==> config.mk <==
export PLATFORM = sky130hd
export DESIGN_NAME = hostbus_port
export DESIGN_NICKNAME = d
export VERILOG_FILES = /design/src/rtl/hb_pkg.sv /design/src/rtl/hb_sync.sv /design/src/rtl/hb_decode.sv /design/src/rtl/hb_fsm.sv /design/src/rtl/hostbus_port.sv
export SDC_FILE = /design/constraint.sdc
export NUM_CORES = 1
export LEC_CHECK = 0
export ABC_CLOCK_PERIOD_IN_PS = 1700
export BUFFER_PORTS_ARGS = -buffer_cell sky130_fd_sc_hd__buf_2
export CAP_MARGIN = 20
export CORE_ASPECT_RATIO = 0.7
export CORE_UTILIZATION = 40
export CTS_CLUSTER_DIAMETER = 120
export DETAILED_ROUTE_END_ITERATION = 7
export PLACE_DENSITY = 0.64
export REMOVE_ABC_BUFFERS = 1
export SLEW_MARGIN = 20
export SYNTH_ARGS = -nofsm -noshare
export SYNTH_HDL_FRONTEND = slang
export SYNTH_SLANG_ARGS = --single-unit
==> constraint.sdc <==
create_clock -name clk -period 1.7 [get_ports clk]
set_input_delay 0.085 -clock clk [delete_from_list [all_inputs] [get_ports clk]]
set_output_delay 0.085 -clock clk [all_outputs]
set_load 0.05 [all_outputs]
==> src/rtl/hb_pkg.sv <==
package hb_pkg;

    typedef enum logic [1:0] {
        ST_IDLE  = 2'd0,
        ST_READ  = 2'd1,
        ST_WRITE = 2'd2,
        ST_BLOCK = 2'd3
    } hb_state_e;

    typedef struct packed {
        logic rd_req;
        logic wr_req;
        logic clash;
        logic busy;
    } hb_req_t;

endpackage

==> src/rtl/hb_sync.sv <==
module hb_sync #(
    parameter int          WIDTH   = 1,
    parameter int          STAGES  = 2,
    parameter logic [WIDTH-1:0] RST_VAL = '0
) (
    input  logic             clk,
    input  logic             rst_n,
    input  logic [WIDTH-1:0] d,
    output logic [WIDTH-1:0] q
);

    logic [WIDTH-1:0] chain [STAGES];

    generate
        for (genvar s = 0; s < STAGES; s++) begin : g_stage
            if (s == 0) begin : g_first
                always_ff @(posedge clk or negedge rst_n) begin
                    if (!rst_n) chain[s] <= RST_VAL;
                    else        chain[s] <= d;
                end
            end else begin : g_next
                always_ff @(posedge clk or negedge rst_n) begin
                    if (!rst_n) chain[s] <= RST_VAL;
                    else        chain[s] <= chain[s-1];
                end
            end
        end
    endgenerate

    assign q = chain[STAGES-1];

endmodule

==> src/rtl/hb_decode.sv <==
module hb_decode
    import hb_pkg::*;
(
    input  logic    mode_e,
    input  logic    cs_n_s,
    input  logic    rd_e_s,
    input  logic    wr_rw_s,
    output hb_req_t req
);

    logic strobe_rd;
    logic strobe_wr;
    logic enable_hi;

    always_comb begin
        strobe_rd = !cs_n_s && !rd_e_s;
        strobe_wr = !cs_n_s && !wr_rw_s;
        enable_hi = !cs_n_s && rd_e_s;
        if (mode_e) begin
            req.rd_req = enable_hi && wr_rw_s;
            req.wr_req = enable_hi && !wr_rw_s;
            req.clash  = 1'b0;
            req.busy   = enable_hi;
        end else begin
            req.rd_req = strobe_rd && !strobe_wr;
            req.wr_req = strobe_wr && !strobe_rd;
            req.clash  = strobe_rd && strobe_wr;
            req.busy   = strobe_rd || strobe_wr;
        end
    end

endmodule

==> src/rtl/hb_fsm.sv <==
module hb_fsm
    import hb_pkg::*;
#(
    parameter int DW = 8
) (
    input  logic          clk,
    input  logic          rst_n,
    input  hb_req_t       req,
    input  logic          a0_s,
    input  logic [DW-1:0] db_s,
    output logic          cmd_wr,
    output logic          data_wr,
    output logic          stat_rd,
    output logic          data_rd,
    output logic [DW-1:0] wr_byte,
    output logic          wr_a0,
    output logic          rd_a0,
    output logic          oe
);

    hb_state_e     state_q;
    hb_state_e     state_d;
    logic [DW-1:0] shadow_q;
    logic          shadow_a0_q;

    // state register
    always_ff @(posedge clk or negedge rst_n) begin
        if (!rst_n) state_q <= ST_IDLE;
        else        state_q <= state_d;
    end

    // next-state selection
    always_comb begin
        state_d = state_q;
        unique case (state_q)
            ST_IDLE: begin
                if (req.clash)       state_d = ST_BLOCK;
                else if (req.rd_req) state_d = ST_READ;
                else if (req.wr_req) state_d = ST_WRITE;
            end
            ST_READ: begin
                if (!req.rd_req)     state_d = ST_IDLE;
            end
            ST_WRITE: begin
                if (req.clash)       state_d = ST_BLOCK;
                else if (!req.wr_req) state_d = ST_IDLE;
            end
            ST_BLOCK: begin
                if (!req.busy)       state_d = ST_IDLE;
            end
            default:                 state_d = ST_IDLE;
        endcase
    end

    // registered outputs
    always_ff @(posedge clk or negedge rst_n) begin
        if (!rst_n) begin
            cmd_wr      <= 1'b0;
            data_wr     <= 1'b0;
            stat_rd     <= 1'b0;
            data_rd     <= 1'b0;
            wr_byte     <= '0;
            wr_a0       <= 1'b0;
            rd_a0       <= 1'b0;
            oe          <= 1'b0;
            shadow_q    <= '0;
            shadow_a0_q <= 1'b0;
        end else begin
            cmd_wr  <= 1'b0;
            data_wr <= 1'b0;
            stat_rd <= 1'b0;
            data_rd <= 1'b0;
            oe      <= (state_d == ST_READ);
            if (state_q == ST_IDLE && state_d == ST_READ) begin
                stat_rd <= !a0_s;
                data_rd <= a0_s;
                rd_a0   <= a0_s;
            end
            if (state_d == ST_WRITE) begin
                shadow_q    <= db_s;
                shadow_a0_q <= a0_s;
            end
            if (state_q == ST_WRITE && state_d == ST_IDLE) begin
                wr_byte <= shadow_q;
                wr_a0   <= shadow_a0_q;
                cmd_wr  <= shadow_a0_q;
                data_wr <= !shadow_a0_q;
            end
        end
    end

endmodule

==> src/rtl/hostbus_port.sv <==
module hostbus_port
    import hb_pkg::*;
#(
    parameter int DW          = 8,
    parameter int SYNC_STAGES = 2
) (
    input  logic          clk,
    input  logic          rst_n,
    input  logic          bus_mode,
    input  logic          cs_n,
    input  logic          a0,
    input  logic          rd_e,
    input  logic          wr_rw,
    input  logic [DW-1:0] db_in,
    output logic [DW-1:0] db_out,
    output logic          db_oe,
    input  logic [DW-1:0] core_status,
    input  logic [DW-1:0] core_rdata,
    output logic [DW-1:0] wr_byte,
    output logic          wr_a0,
    output logic          cmd_wr,
    output logic          data_wr,
    output logic          stat_rd,
    output logic          data_rd
);

    localparam int SW = DW + 4;
    localparam logic [SW-1:0] SYNC_RST = {1'b1, {(SW-1){1'b0}}};

    logic [SW-1:0] raw_vec;
    logic [SW-1:0] sync_vec;
    logic          cs_n_s;
    logic          a0_s;
    logic          rd_e_s;
    logic          wr_rw_s;
    logic [DW-1:0] db_s;
    hb_req_t       req;
    logic          rd_a0;

    assign raw_vec = {cs_n, a0, rd_e, wr_rw, db_in};

    hb_sync #(
        .WIDTH   (SW),
        .STAGES  (SYNC_STAGES),
        .RST_VAL (SYNC_RST)
    ) u_sync (
        .clk   (clk),
        .rst_n (rst_n),
        .d     (raw_vec),
        .q     (sync_vec)
    );

    assign {cs_n_s, a0_s, rd_e_s, wr_rw_s, db_s} = sync_vec;

    hb_decode u_decode (
        .mode_e  (bus_mode),
        .cs_n_s  (cs_n_s),
        .rd_e_s  (rd_e_s),
        .wr_rw_s (wr_rw_s),
        .req     (req)
    );

    hb_fsm #(.DW(DW)) u_fsm (
        .clk     (clk),
        .rst_n   (rst_n),
        .req     (req),
        .a0_s    (a0_s),
        .db_s    (db_s),
        .cmd_wr  (cmd_wr),
        .data_wr (data_wr),
        .stat_rd (stat_rd),
        .data_rd (data_rd),
        .wr_byte (wr_byte),
        .wr_a0   (wr_a0),
        .rd_a0   (rd_a0),
        .oe      (db_oe)
    );

    assign db_out = rd_a0 ? core_rdata : core_status;

endmodule

After elaboration in Yosys (flattened, before gate mapping)
Index checks and enable logic that the tools add are counted.
- flip-flop bits (word level): 50
- bits of input ports: 31
- output and inout bits: 22
- logic and storage cells: 52
- equality and inequality tests: 5
- mux-type cells: 14
- reductions and logical operators: 20
- operator list (cell ; count):
    2-to-1 mux 2 bit ; 7
    logical AND 1 bit ; 10
    2-to-1 mux 8 bit ; 1
    case mux 2 bit (4 select lines) ; 1
    zero test 1 bit ; 7
    equality test 2 bit, second input constant ; 3
    equality test 2 x 1 -> 1 bit, second input constant ; 2
    zero test 2 bit ; 2
    2-to-1 mux 1 bit ; 4
    2-to-1 mux 4 bit ; 1
    logical OR 1 bit ; 1

Logic depth before layout (Yosys ltp)
- word-level depth: 12
- depth in mapped cells: 4
- gate-level depth less buffers: 3

Cells and area by module
From an unflattened synthesis, not the netlist that was laid out.
- cell total of the unflattened synthesis: 112
- area total of the unflattened synthesis: 1904.3 um^2
- by module, submodules not included (module ; times used ; cells each ; area each (um^2) ; sequential area each (um^2)):
    hb_fsm ; 1 ; 61 ; 1031.0 ; 650.6
    hb_sync ; 1 ; 36 ; 693.2 ; 603.1
    hostbus_port ; 1 ; 9 ; 131.4 ; 0.0
    hb_decode ; 1 ; 6 ; 48.8 ; 0.0

Worst setup path before layout
OpenSTA, ideal clock, no wires.
- path type: reg-to-reg
- start point: register u_sync.chain, in the netlist u_sync.q[11]
- end point: register u_fsm.wr_byte[0]
- setup time: 0.125 ns
- arrival time: 1.325 ns
- required time: 1.575 ns
- setup slack: 0.250 ns
- cell stages (with the launch flop): 5
- path buffers: 1
- clock period less this slack: 1.450 ns
- cells stage by stage: dfstp_2 > nor2_1 > a21oi_1 > buf_2 > mux2_2
- cells in the longest elaborated chain, start to end: 11
- elaborated cells on any way between the ends: 23
- those cells by class: mux (9); reduce/logical (14)
- RTL lines (element ; line ; RTL):
    from (decl) ; hb_sync.sv:12 ; logic [WIDTH-1:0] chain [STAGES];
    from (signal, indexed assignment) ; hb_sync.sv:24 ; else chain[s] <= chain[s-1];
    zero test 1 bit (*) ; hb_decode.sv:16, hb_decode.sv:17, hb_decode.sv:18 ;
    logical AND 1 bit ; hb_decode.sv:16 ; strobe_rd = !cs_n_s && !rd_e_s;
    zero test 1 bit ; hb_decode.sv:26 ; req.wr_req = strobe_wr && !strobe_rd;
    logical AND 1 bit ; hb_decode.sv:26 ;
    2-to-1 mux 4 bit (*) ; hb_decode.sv:19 ; if (mode_e) begin
    2-to-1 mux 2 bit ; hb_fsm.sv:39 ; else if (req.wr_req) state_d = ST_WRITE;
    2-to-1 mux 2 bit ; hb_fsm.sv:38 ; else if (req.rd_req) state_d = ST_READ;
    2-to-1 mux 2 bit ; hb_fsm.sv:37 ; if (req.clash) state_d = ST_BLOCK;
    case mux 2 bit (4 select lines) (*) ; hb_fsm.sv:35 ; unique case (state_q)
    zero test 2 bit (*) ; hb_fsm.sv:83 ; if (state_q == ST_WRITE && state_d == ST_IDLE) begin
    logical AND 1 bit (*) ; hb_fsm.sv:83 ;
    to (signal assigned) ; hb_fsm.sv:84 ; wr_byte <= shadow_q;
    to (decl) ; hb_fsm.sv:15 ; output logic [DW-1:0] wr_byte,
Mark *: on every way between the ends. The rest lies on a longest branch, timed or not.
A chain may end at the register's enable or synchronous reset.

Worst setup path after layout
- start point: register u_fsm.rd_a0
- end point: output db_out[1]
- cells in the longest elaborated chain, start to end: 1
- RTL lines (element ; line ; RTL):
    from (decl) ; hb_fsm.sv:17 ; output logic rd_a0,
    from (signal assigned) ; hb_fsm.sv:77 ; rd_a0 <= a0_s;
    2-to-1 mux 8 bit ; hostbus_port.sv:79 ; assign db_out = rd_a0 ? core_rdata : core_status;
    to (decl) ; hostbus_port.sv:15 ; output logic [DW-1:0] db_out,
Every way passes these cells.

==> results.md <==
* Root buf cell: clkbuf_8
* Yosys cell types at 18
* Synth Area in Simple Gates at 7.07%
* Setup TNS at 0 ps
* Vias in the first global route at 1008
* CTS tree: yes
* Synth top area share at 70.0%
* Worst Hold Class: in2reg
* Post-synthesis adder-cell area fraction at 0%
* Post-synthesis mux area share at 17.7%
* Leakage at 1.11 nW
* WL/cell at 13.1 microns
* Pre-Repair DR Iteration Count at 3
* Max-cap violations at 0
* Final slew viol count at 0
* Synth Area in Compound Gates at 1.46%
* Post-route cell area at 2290 sq um
* Gr usage total at 14.9%
* Hold WS at 150 ps
* Worst-path clk slew at 90 ps
* Average size of a mapped cell at 16.7 sq um
* Largest net degree at the start of global routing at 51
* Drc violations at 0
* CP startpoint: u_fsm.rd_a0
* Cell count after synthesis at 103
* Initial antenna violation count at 0
* Max Clk Rate at 657 MHz
* Placed Area at 2060 sq um
* Final period util at 89.5%
* Final Util at 57.1%
* CTS Sinks at 50
* Chip width at 80.3 microns
* Std-Cell Rows at 19
* CTS max path bufs at 2
* Detail Placement HPWL at 2070 microns
* Synth top area cells: dfrtp_1, mux2_2, dfstp_2, nand2b_1, nor4b_4
* 1st-iter DRT viols at 65
* R2r startpoint: u_sync.q[11]
* Reg2Reg Setup Slack at 210 ps
* Slew HR at 60.3%
* Final wirelength at 3010 microns
* Arrival time worst endpoint at 1440 ps
* Main combinational cell family by area after synthesis: multiplexers
* FF-to-FF path depth at 4
* Fillcell total at 330
* Antenna cell count at 0
* CP cell instances: mux2_2, buf_2
* Worst setup endpoint: db_out[1]
* Seq cells post-synth at 50
* Synth Area in XOR/XNOR at 0%
* Endpoints failing hold at 0
* Die area at 4560 sq um
* Vias per inst at 4.60
* First-pass GRT wire length at 4710 microns
* Slowest CP cell: dfrtp_1
* Layout area overhead at 33.7%
* Minimum clock period at 1520 ps
* Worst skew pair latency at 300 ps
* Critical Path RT at 1620 ps
* Ports at 53
* Crit start category: register
* Nets at 207
* IO Port Bufs at 52
* Slew @ Worst Pin at 596 ps
* CTS Buf Count at 5
* Worst Skew at 4.61 ps
* DIE HEIGHT at 56.8 microns
* Synthesized area at 1720 sq um
* RR Endpoint: u_fsm.wr_byte[3]
* CP max FO at 9
* # setup viols final at 0
* CORE AREA at 4020 sq um
* ANT nets after route at 0
* Seq/Total Area, Yosys at 73.0%
* Power per cell area at 1450 nW/um^2
* Status: finished, final reports clean
* YS warnings at 0
* RSZ-0062 raised after global routing: no
* RD Place Congestion at 0.705
* Vias post-DR at 1053
* Setup CP Type: reg2out
* Initial Util at 42.7%
* Largest area contributor in the netlist: dfrtp_1
* Gr ovfl total at 0
* Fraction of layout cells with a size suffix above 1 at 52.5%
* Max VDD drop at 0.937 mV
* Largest stage delay on the critical path at 540 ps
* Post_cts resized at 0
* Critical path endpoint category: output pin
* H-tree depth at 2
## sequential cells by signal (all words and copies together) (netlist names)
register           flops
u_fsm.oe               1
u_fsm.wr_byte          8
u_fsm.wr_a0            1
u_fsm.stat_rd          1
u_sync.q              12
u_fsm.data_wr          1
u_fsm.shadow_a0_q      1
u_fsm.data_rd          1
u_fsm.shadow_q         8
u_sync.chain          12
u_fsm.rd_a0            1
u_fsm.state_q          2
u_fsm.cmd_wr           1
## Yosys cell counts
cell type and count:
dfrtp_1 48, mux2_2 27, nand2b_1 6, nor2_1 5
a21oi_1 2, dfstp_2 2, nor2b_1 2, a211oi_1 1
a21boi_0 1, and2_1 1, buf_2 1, clkbuf_1 1
inv_1 1, nand2_1 1, nand3_1 1, nand4_1 1
nor3b_1 1, nor4b_4 1
## routing by layer
layer	GRT usage [%]	up-vias	routed length, microns	part of all wire (%)
li1	-	497	-	-
met1	18.3	519	1340	45
met2	22.2	29	1420	47
met3	6.50	8	168	5.6
met4	7.65	0	78	2.6
met5	0	-	0	0
## what timing repair did
action,CTS,global route
endpoints found under the hold margin,60,0
hold buffers,13,0
buffers inserted,0,0
## power by group
group          switching, mW  leakage (nW)  total [mW]  internal (mW)
Sequential             0.121         0.600        1.51           1.39
Combinational          0.683         0.450        1.01          0.324
Clock                  0.373        0.0579       0.806          0.433
## worst min path at each step
stage,startpoint,endpoint,slack (ps),depth (start not counted)
finish,bus_mode,u_fsm.oe,150,4
global route,bus_mode,u_fsm.oe,170,4
CTS,bus_mode,u_fsm.oe,140,4
detailed placement,cs_n,u_sync.chain[23],190,1
global placement,cs_n,u_sync.chain[23],190,1
floorplan,rst_n,u_fsm.cmd_wr,-210,0
## cell families after synthesis
| kind of cell | count (synthesis) |
|---|---|
| buf+inv | 3 |
| simple gates | 19 |
| mux | 27 |
| compound gates | 4 |
| flops | 50 |
## area by class of cell
cell class / count / area (sq um) / share of cell area [%]
clock buffers: 5 / 68.8 / 3.00
clock inverters: 3 / 40.0 / 1.74
inverters: 1 / 3.75 / 0.164
multi-input cells: 50 / 450 / 19.6
flip-flops and latches: 50 / 1250 / 54.6
well taps: 52 / 65.1 / 2.84
repair buffers: 68 / 413 / 18.0
## through the flow
step | total power [mW] | setup WS [ps] | cells
after global placement | 2.50 | 288 | 208
after floorplan | 2.26 | 17.4 | 101
final | 3.32 | 179 | 229
after detailed placement | 2.53 | 212 | 208
after global routing | 3.47 | 112 | 229
after CTS | 3.36 | 165 | 229
## worst max-delay path: cells and delay by family, from the launching register on
family                 cells  cell delay, ps
multiplexers               1             380
buffers and inverters      1             210
flip-flops                 1             540
## layout by cell type, fill, tap and decap left out, types with 2 or more instances in the layout
cell type	Yosys	layout
nor2b_1	2	2
dfstp_2	2	2
clkbuf_8	0	5
a21oi_1	2	2
buf_4	0	3
mux2_2	27	27
clkinv_2	0	2
dlygate4sd3_1	0	13
nand2b_1	6	6
buf_2	1	52
nor2_1	5	5
dfrtp_1	48	48
No activity file was read; power rests on OpenSTA's default activity.
